==> src/rtl/f2f_pkg.sv <==
package f2f_pkg;

   // How the negative input is brought to magnitude form
   typedef enum logic [0:0] {
      MAG_SUB     = 1'b0,   // zero minus input
      MAG_INV_INC = 1'b1    // one's complement plus one
   } mag_style_e;

   function automatic int f2f_max(input int a, input int b);
      return (a > b) ? a : b;
   endfunction

endpackage

==> src/rtl/fxp_mag.sv <==
module fxp_mag
   import f2f_pkg::*;
#(
   parameter int         W     = 16,
   parameter mag_style_e STYLE = MAG_INV_INC
) (
   input  logic [W-1:0] x,
   output logic [W-1:0] mag,
   output logic         neg
);

   assign neg = x[W-1];

   generate
      if (STYLE == MAG_SUB) begin : g_sub
         assign mag = neg ? ('0 - x) : x;
      end else begin : g_inv
         assign mag = neg ? (~x + 1'b1) : x;
      end
   endgenerate

endmodule

==> src/rtl/fxp_lzc.sv <==
module fxp_lzc #(
   parameter int W  = 16,
   parameter int CW = $clog2(W + 1)
) (
   input  logic [W-1:0]  v,
   output logic [CW-1:0] cnt,
   output logic          zero
);

   // The scan runs upward, so the highest set bit writes the count last.
   always_comb begin
      cnt = CW'(W);
      for (int i = 0; i < W; i++) begin
         if (v[i]) cnt = CW'(W - 1 - i);
      end
   end

   assign zero = ~|v;

endmodule

==> src/rtl/fxp_lshift.sv <==
module fxp_lshift #(
   parameter int W  = 16,
   parameter int SW = $clog2(W)
) (
   input  logic [W-1:0]  v,
   input  logic [SW-1:0] amt,
   output logic [W-1:0]  y
);

   logic [W-1:0] st [0:SW];

   assign st[0] = v;

   // Logarithmic barrel: stage k shifts by 2**k
   generate
      for (genvar k = 0; k < SW; k++) begin : g_stage
         assign st[k+1] = amt[k] ? (st[k] << (2 ** k)) : st[k];
      end
   endgenerate

   assign y = st[SW];

endmodule

==> src/rtl/fxp_expo.sv <==
module fxp_expo #(
   parameter int CW    = 5,
   parameter int EXP_W = 4,
   parameter int INT_W = 6,
   parameter int BIAS  = 7
) (
   input  logic [CW-1:0]    cnt,
   input  logic             zero,
   output logic [EXP_W-1:0] expo,
   output logic             uf
);

   localparam int CALC_W = f2f_pkg::f2f_max(CW, EXP_W) + 2;

   logic signed [CALC_W-1:0] unbiased;
   logic signed [CALC_W-1:0] biased;

   // Two narrow steps: subtract the count, then add the bias
   assign unbiased = $signed(CALC_W'(INT_W - 1)) - $signed(CALC_W'(cnt));
   assign biased   = unbiased + $signed(CALC_W'(BIAS));

   assign uf   = !zero && biased[CALC_W-1];
   assign expo = biased[EXP_W-1:0];

   logic unused_hi;
   assign unused_hi = ^biased[CALC_W-2:EXP_W];

endmodule

==> src/rtl/fxp2flt_conv.sv <==
module fxp2flt_conv
   import f2f_pkg::*;
#(
   parameter int         IN_W      = 16,
   parameter int         INT_W     = 6,
   parameter int         EXP_W     = 4,
   parameter int         MAN_W     = 11,
   parameter int         BIAS      = 7,
   parameter mag_style_e MAG_STYLE = MAG_INV_INC
) (
   input  logic                   clk,
   input  logic                   rst,
   input  logic                   in_valid,
   input  logic [IN_W-1:0]        in_data,
   output logic                   out_valid,
   output logic [EXP_W+MAN_W:0]   out_word,
   output logic                   underflow
);

   localparam int CW    = $clog2(IN_W + 1);
   localparam int SW    = $clog2(IN_W);
   localparam int OUT_W = 1 + EXP_W + MAN_W;
   localparam int TOPX  = INT_W - 1 + BIAS;
   localparam int DROP  = IN_W - 1 - MAN_W;

   // Elaboration-time parameter checks
   generate
      if (MAN_W > IN_W - 1) begin : g_bad_man
         $error("MAN_W must not exceed IN_W-1");
      end
      if (INT_W < 1 || INT_W > IN_W) begin : g_bad_int
         $error("INT_W must lie in 1..IN_W");
      end
      if (BIAS < 0 || TOPX >= (2 ** EXP_W)) begin : g_bad_exp
         $error("largest biased exponent does not fit EXP_W");
      end
   endgenerate

   logic [IN_W-1:0]  mag;
   logic             neg;
   logic [CW-1:0]    lzc;
   logic             is_zero;
   logic [IN_W-1:0]  norm;
   logic [EXP_W-1:0] expo;
   logic             uf_c;
   logic [MAN_W-1:0] mant;
   logic [OUT_W-1:0] word_c;

   fxp_mag #(.W(IN_W), .STYLE(MAG_STYLE)) u_mag (
      .x   (in_data),
      .mag (mag),
      .neg (neg)
   );

   fxp_lzc #(.W(IN_W), .CW(CW)) u_lzc (
      .v    (mag),
      .cnt  (lzc),
      .zero (is_zero)
   );

   fxp_lshift #(.W(IN_W), .SW(SW)) u_shift (
      .v   (mag),
      .amt (lzc[SW-1:0]),
      .y   (norm)
   );

   fxp_expo #(.CW(CW), .EXP_W(EXP_W), .INT_W(INT_W), .BIAS(BIAS)) u_expo (
      .cnt  (lzc),
      .zero (is_zero),
      .expo (expo),
      .uf   (uf_c)
   );

   // Hidden one at norm[IN_W-1]; mantissa taken just below it
   assign mant = norm[IN_W-2 -: MAN_W];

   generate
      if (DROP > 0) begin : g_drop
         logic unused_norm;
         assign unused_norm = ^{norm[IN_W-1], norm[DROP-1:0]};
      end else begin : g_nodrop
         logic unused_norm;
         assign unused_norm = norm[IN_W-1];
      end
   endgenerate

   always_comb begin
      if (is_zero) begin
         word_c = '0;
      end else if (uf_c) begin
         word_c = {neg, {(OUT_W-1){1'b0}}};
      end else begin
         word_c = {neg, expo, mant};
      end
   end

   always_ff @(posedge clk) begin
      if (rst) begin
         out_valid <= 1'b0;
         underflow <= 1'b0;
         out_word  <= '0;
      end else begin
         out_valid <= in_valid;
         underflow <= in_valid & uf_c;
         if (in_valid) out_word <= word_c;
      end
   end

endmodule

==> config.mk <==
export PLATFORM = sky130hd
export DESIGN_NAME = fxp2flt_conv
export DESIGN_NICKNAME = d
export VERILOG_FILES = /design/src/rtl/f2f_pkg.sv /design/src/rtl/fxp_mag.sv /design/src/rtl/fxp_lzc.sv /design/src/rtl/fxp_lshift.sv /design/src/rtl/fxp_expo.sv /design/src/rtl/fxp2flt_conv.sv
export SDC_FILE = /design/constraint.sdc
export NUM_CORES = 1
export LEC_CHECK = 0
export BUFFER_PORTS_ARGS = -buffer_cell sky130_fd_sc_hd__buf_2
export CAP_MARGIN = 10
export CORE_MARGIN = 2
export CORE_UTILIZATION = 30
export CTS_BUF_LIST = sky130_fd_sc_hd__clkbuf_2 sky130_fd_sc_hd__clkbuf_4 sky130_fd_sc_hd__clkbuf_8
export DETAILED_ROUTE_END_ITERATION = 12
export GPL_ROUTABILITY_DRIVEN = 0
export SLEW_MARGIN = 10
export SYNTH_ARGS = -nofsm -noshare
export SYNTH_HDL_FRONTEND = slang
export SYNTH_SLANG_ARGS = --single-unit
==> constraint.sdc <==
create_clock -name clk -period 5.3 [get_ports clk]
set_clock_uncertainty 0.15 [all_clocks]
set_input_delay 0.795 -clock clk [delete_from_list [all_inputs] [get_ports clk]]
set_output_delay 0.795 -clock clk [all_outputs]
set_load 0.01 [all_outputs]
==> results.md <==
- Post-Route Setup TNS: 0 ps
- Headroom to the max-slew limit: 0.512
- Final critical delay including setup and external delays: 4560 ps
- Post-synthesis area per instance: 8.02 um^2
- Iter 0 DRT Violations: 159
- Kind of path behind the tightest hold check: reg2reg
- Maximum clock path buffer count: 2
- Slowest stage cell, crit path: a31o_1
- Startpoint of the lowest-slack hold path: out_word[14]$_SDFFE_PP0P_
- Run status: completed
- Tightest Pin Transition: 732 ps
- Maximum ir drop on the vdd rail: 0.0000942 V
- Number of nets produced by synthesis: 279
- RSZ-0062 raised after global routing: false
- Clock insertion delay at the later pin of the skew report: around 240 ps
- Number of buffers inserted for hold repair after clock tree synthesis: 0
- Area occupied by multi-input gates: between 1500 and 2000 um^2
- CTS H-tree lvls: 1
- Clock root buffer: clkbuf_8
- Terminating pin of the worst hold path: out_word[14]$_SDFFE_PP0P_
- Area of the core: 6680 um^2
- Filler cell count: 732
- Top post-synthesis cells by area: dfxtp_1, mux2i_1, xor2_1, nand2_1, nor2_1
- Largest incremental delay on the critical path: between 600 and 700 ps
- Syn Inst Count: 255
- GRT Overall Usage: 0.136
- Source of the worst register-to-register timing path: out_word[6]$_SDFFE_PP0P_
- Worst hold stages: 2
- Setup slack after layout: about 740 ps
- Element type at the critical path start: input port
- Number of buffers inserted by post-CTS setup repair: 0
- Number of antenna violations at the first check in global routing: 0
- Die span in y: 86.6 um
- Post-Place Setup Slack: 529 ps
- Max capacitance violation total: 0
- Highest net fanout along the worst path: 17
- Net count, final: 305
- Post-synthesis cell type count: a little under 80
- Antenna Nets Post-Route: 0
- Capture point of the worst reg-to-reg path: out_word[6]$_SDFFE_PP0P_
- Number of endpoints failing setup at the final stage: 0
- Logic depth of the worst register-to-register path: 2
- Syn. warnings: 0
- Synth Cell Area: 2050 um^2
- Pwr per Cell Area: 211 nW/um^2
- Half-perimeter wire length after placement: 4100 um
- Number of standard-cell rows in the floorplan: 30
- Via count of the routed design: between 1,500 and 2,000
- Routed length per placed instance: 14.4 um
- Horizontal extent of the die: 86.6 um
- CTS sink cnt: 18
- Clock transition at path regs: 60 ps
- Start-to-end type of the worst setup path: in2reg
- Layout cell share with drive strength beyond 1: 0.226
- Buffers on Ports: 36
- Die ar.: roughly 7500 um^2
- Gates resized, CTS repair: 0
- Arrival time of the worst setup path: 4540 ps
- Antenna diodes: 0
- Residual DRC count: 0
- Number of flip-flops and latches in the synthesized netlist: 18
- Top-area cell type share of the netlist area: 0.176
- Register-to-register setup slack: 4370 ps
- GRT overflow: 0
- Commonest non-fill, non-tap cell in the layout: buf_2
- First-pass detailed-route iteration total: 4
- Detailed-route wire length: approximately 5200 um
- Seq/Total Area, Yosys: 0.176
- Data required time of the critical path: 5290 ps
- WHS: 295 ps
- Kind of capture point of the worst setup path: flop
- Largest area contributor in the synthesized netlist: dfxtp_1
- Pin count of the biggest net entering global routing: 26
- Share of async-settable or async-resettable flops after synthesis: 0
- Number of buffers created by CTS: 3
- Sequential cell area in the final layout: 360 um^2
- I/O pin count: 37
- Layout overhead on the synthesized area: 11.4%
- Final-report max-slew violation count: 0
- Share of the clock period used by the worst path: 0.860
- Number of enable-type register cells in the synthesized netlist: 0
- Per-cell via count in the routed design: ~5.5
- Top FF cell, synth: dfxtp_1
- Clock tree from TritonCTS: yes
- Cell breakdown of the critical path: buf_2, inv_1, ha_1, or3b_1, o41ai_2, xnor2_1, nor2_1, o311ai_1, a31o_1, ha_1, nand2_1, o211ai_2, nor2_1, a32o_1
- Commonest cells after routing, fill and taps aside: buf_2, nor2_1, nand2_1, dfxtp_1, mux2i_1
- Static Leak: 0.943 nW
- Vias in the first global route: 1,720
- Peak clock frequency supported by timing: ~220 MHz
- Number of hold violations in the final report: 0
- First-pass GRT wire length: 8510 um
- Initial Util: 0.306
[layout make-up]
class,instances,share of cell area
Clock buffer,3,0.0181
Multi-Input combinational cell,210,0.676
Timing Repair Buffer,39,0.0890
Sequential cell,18,0.158
Inverter,9,0.0148
Tap cell,80,0.0439
[worst max path at each step]
stage,startpoint,to,depth (start not counted)
final,in_data[0],out_word[0]$_SDFFE_PP0P_,14
after global routing,in_data[0],out_word[0]$_SDFFE_PP0P_,14
after detailed placement,in_data[0],out_word[0]$_SDFFE_PP0P_,14
after floorplan,in_data[0],out_word[0]$_SDFFE_PP0P_,15
after global placement,in_data[0],out_word[0]$_SDFFE_PP0P_,14
after CTS,in_data[0],out_word[0]$_SDFFE_PP0P_,14
[synth_stat cells, types with 3 or more instances]
library cell / count
nand2_1: 23
nor2_1: 23
dfxtp_1: 18
mux2i_1: 13
xor2_1: 10
a21oi_1: 8
inv_1: 8
xnor2_1: 7
clkbuf_1: 6
nor3_1: 6
o21ai_0: 6
o31ai_1: 6
a22o_1: 5
buf_2: 5
ha_1: 5
nand2b_1: 5
buf_6: 4
o21ai_1: 4
a2bb2oi_1: 3
a31oi_1: 3
mux2_4: 3
nor2b_1: 3
o211ai_1: 3
or2_1: 3
[sequential cells by signal, summed over array words and instances, names as in the netlist]
| register | flops |
|---|---|
| out_word | 16 |
| out_valid | 1 |
| underflow | 1 |
[power by group]
group	switching, mW	internal (mW)
registers	0.00705	0.150
logic	0.134	0.0979
clock network	0.0409	0.0503
total	0.182	0.298
[stage by stage]
stage          utilization  instance area (um^2)  instances  power, mW
5_1_grt              0.341                  2280        359      0.514
3_3_place_gp         0.335                  2240        356      0.388
3_5_place_dp         0.335                  2240        356      0.390
6_report             0.341                  2280        359      0.480
2_1_floorplan            -                  2050        255      0.333
4_1_cts              0.341                  2280        359      0.483
[cells by family (layout without fill, tap and decap cells)]
family,Yosys count,count (layout),synth area share
fa+ha+maj,5,5,0.0306
simple gates,82,82,0.203
xor+xnor,17,17,0.0728
mux,19,19,0.102
buf+inv,27,51,0.0709
compound gates,87,87,0.344
flops,18,18,0.176
[layer usage]
metal | global-route usage | wire (um) | part of all wire
met1 | 0.213 | 2730 | 0.53
met2 | 0.204 | 2170 | 0.42
met3 | 0.0105 | 216 | 0.042
met4 | 0.0213 | 45 | 0.0087
met5 | 0 | 0 | 0
[worst max-delay path, delay by kind of cell]
family	cells	cell delay, ps
simple gates	4	860
buf+inv	2	320
xor+xnor	1	270
fa+ha+maj	2	590
compound gates	5	1700
No activity file was read; power rests on OpenSTA's default activity.
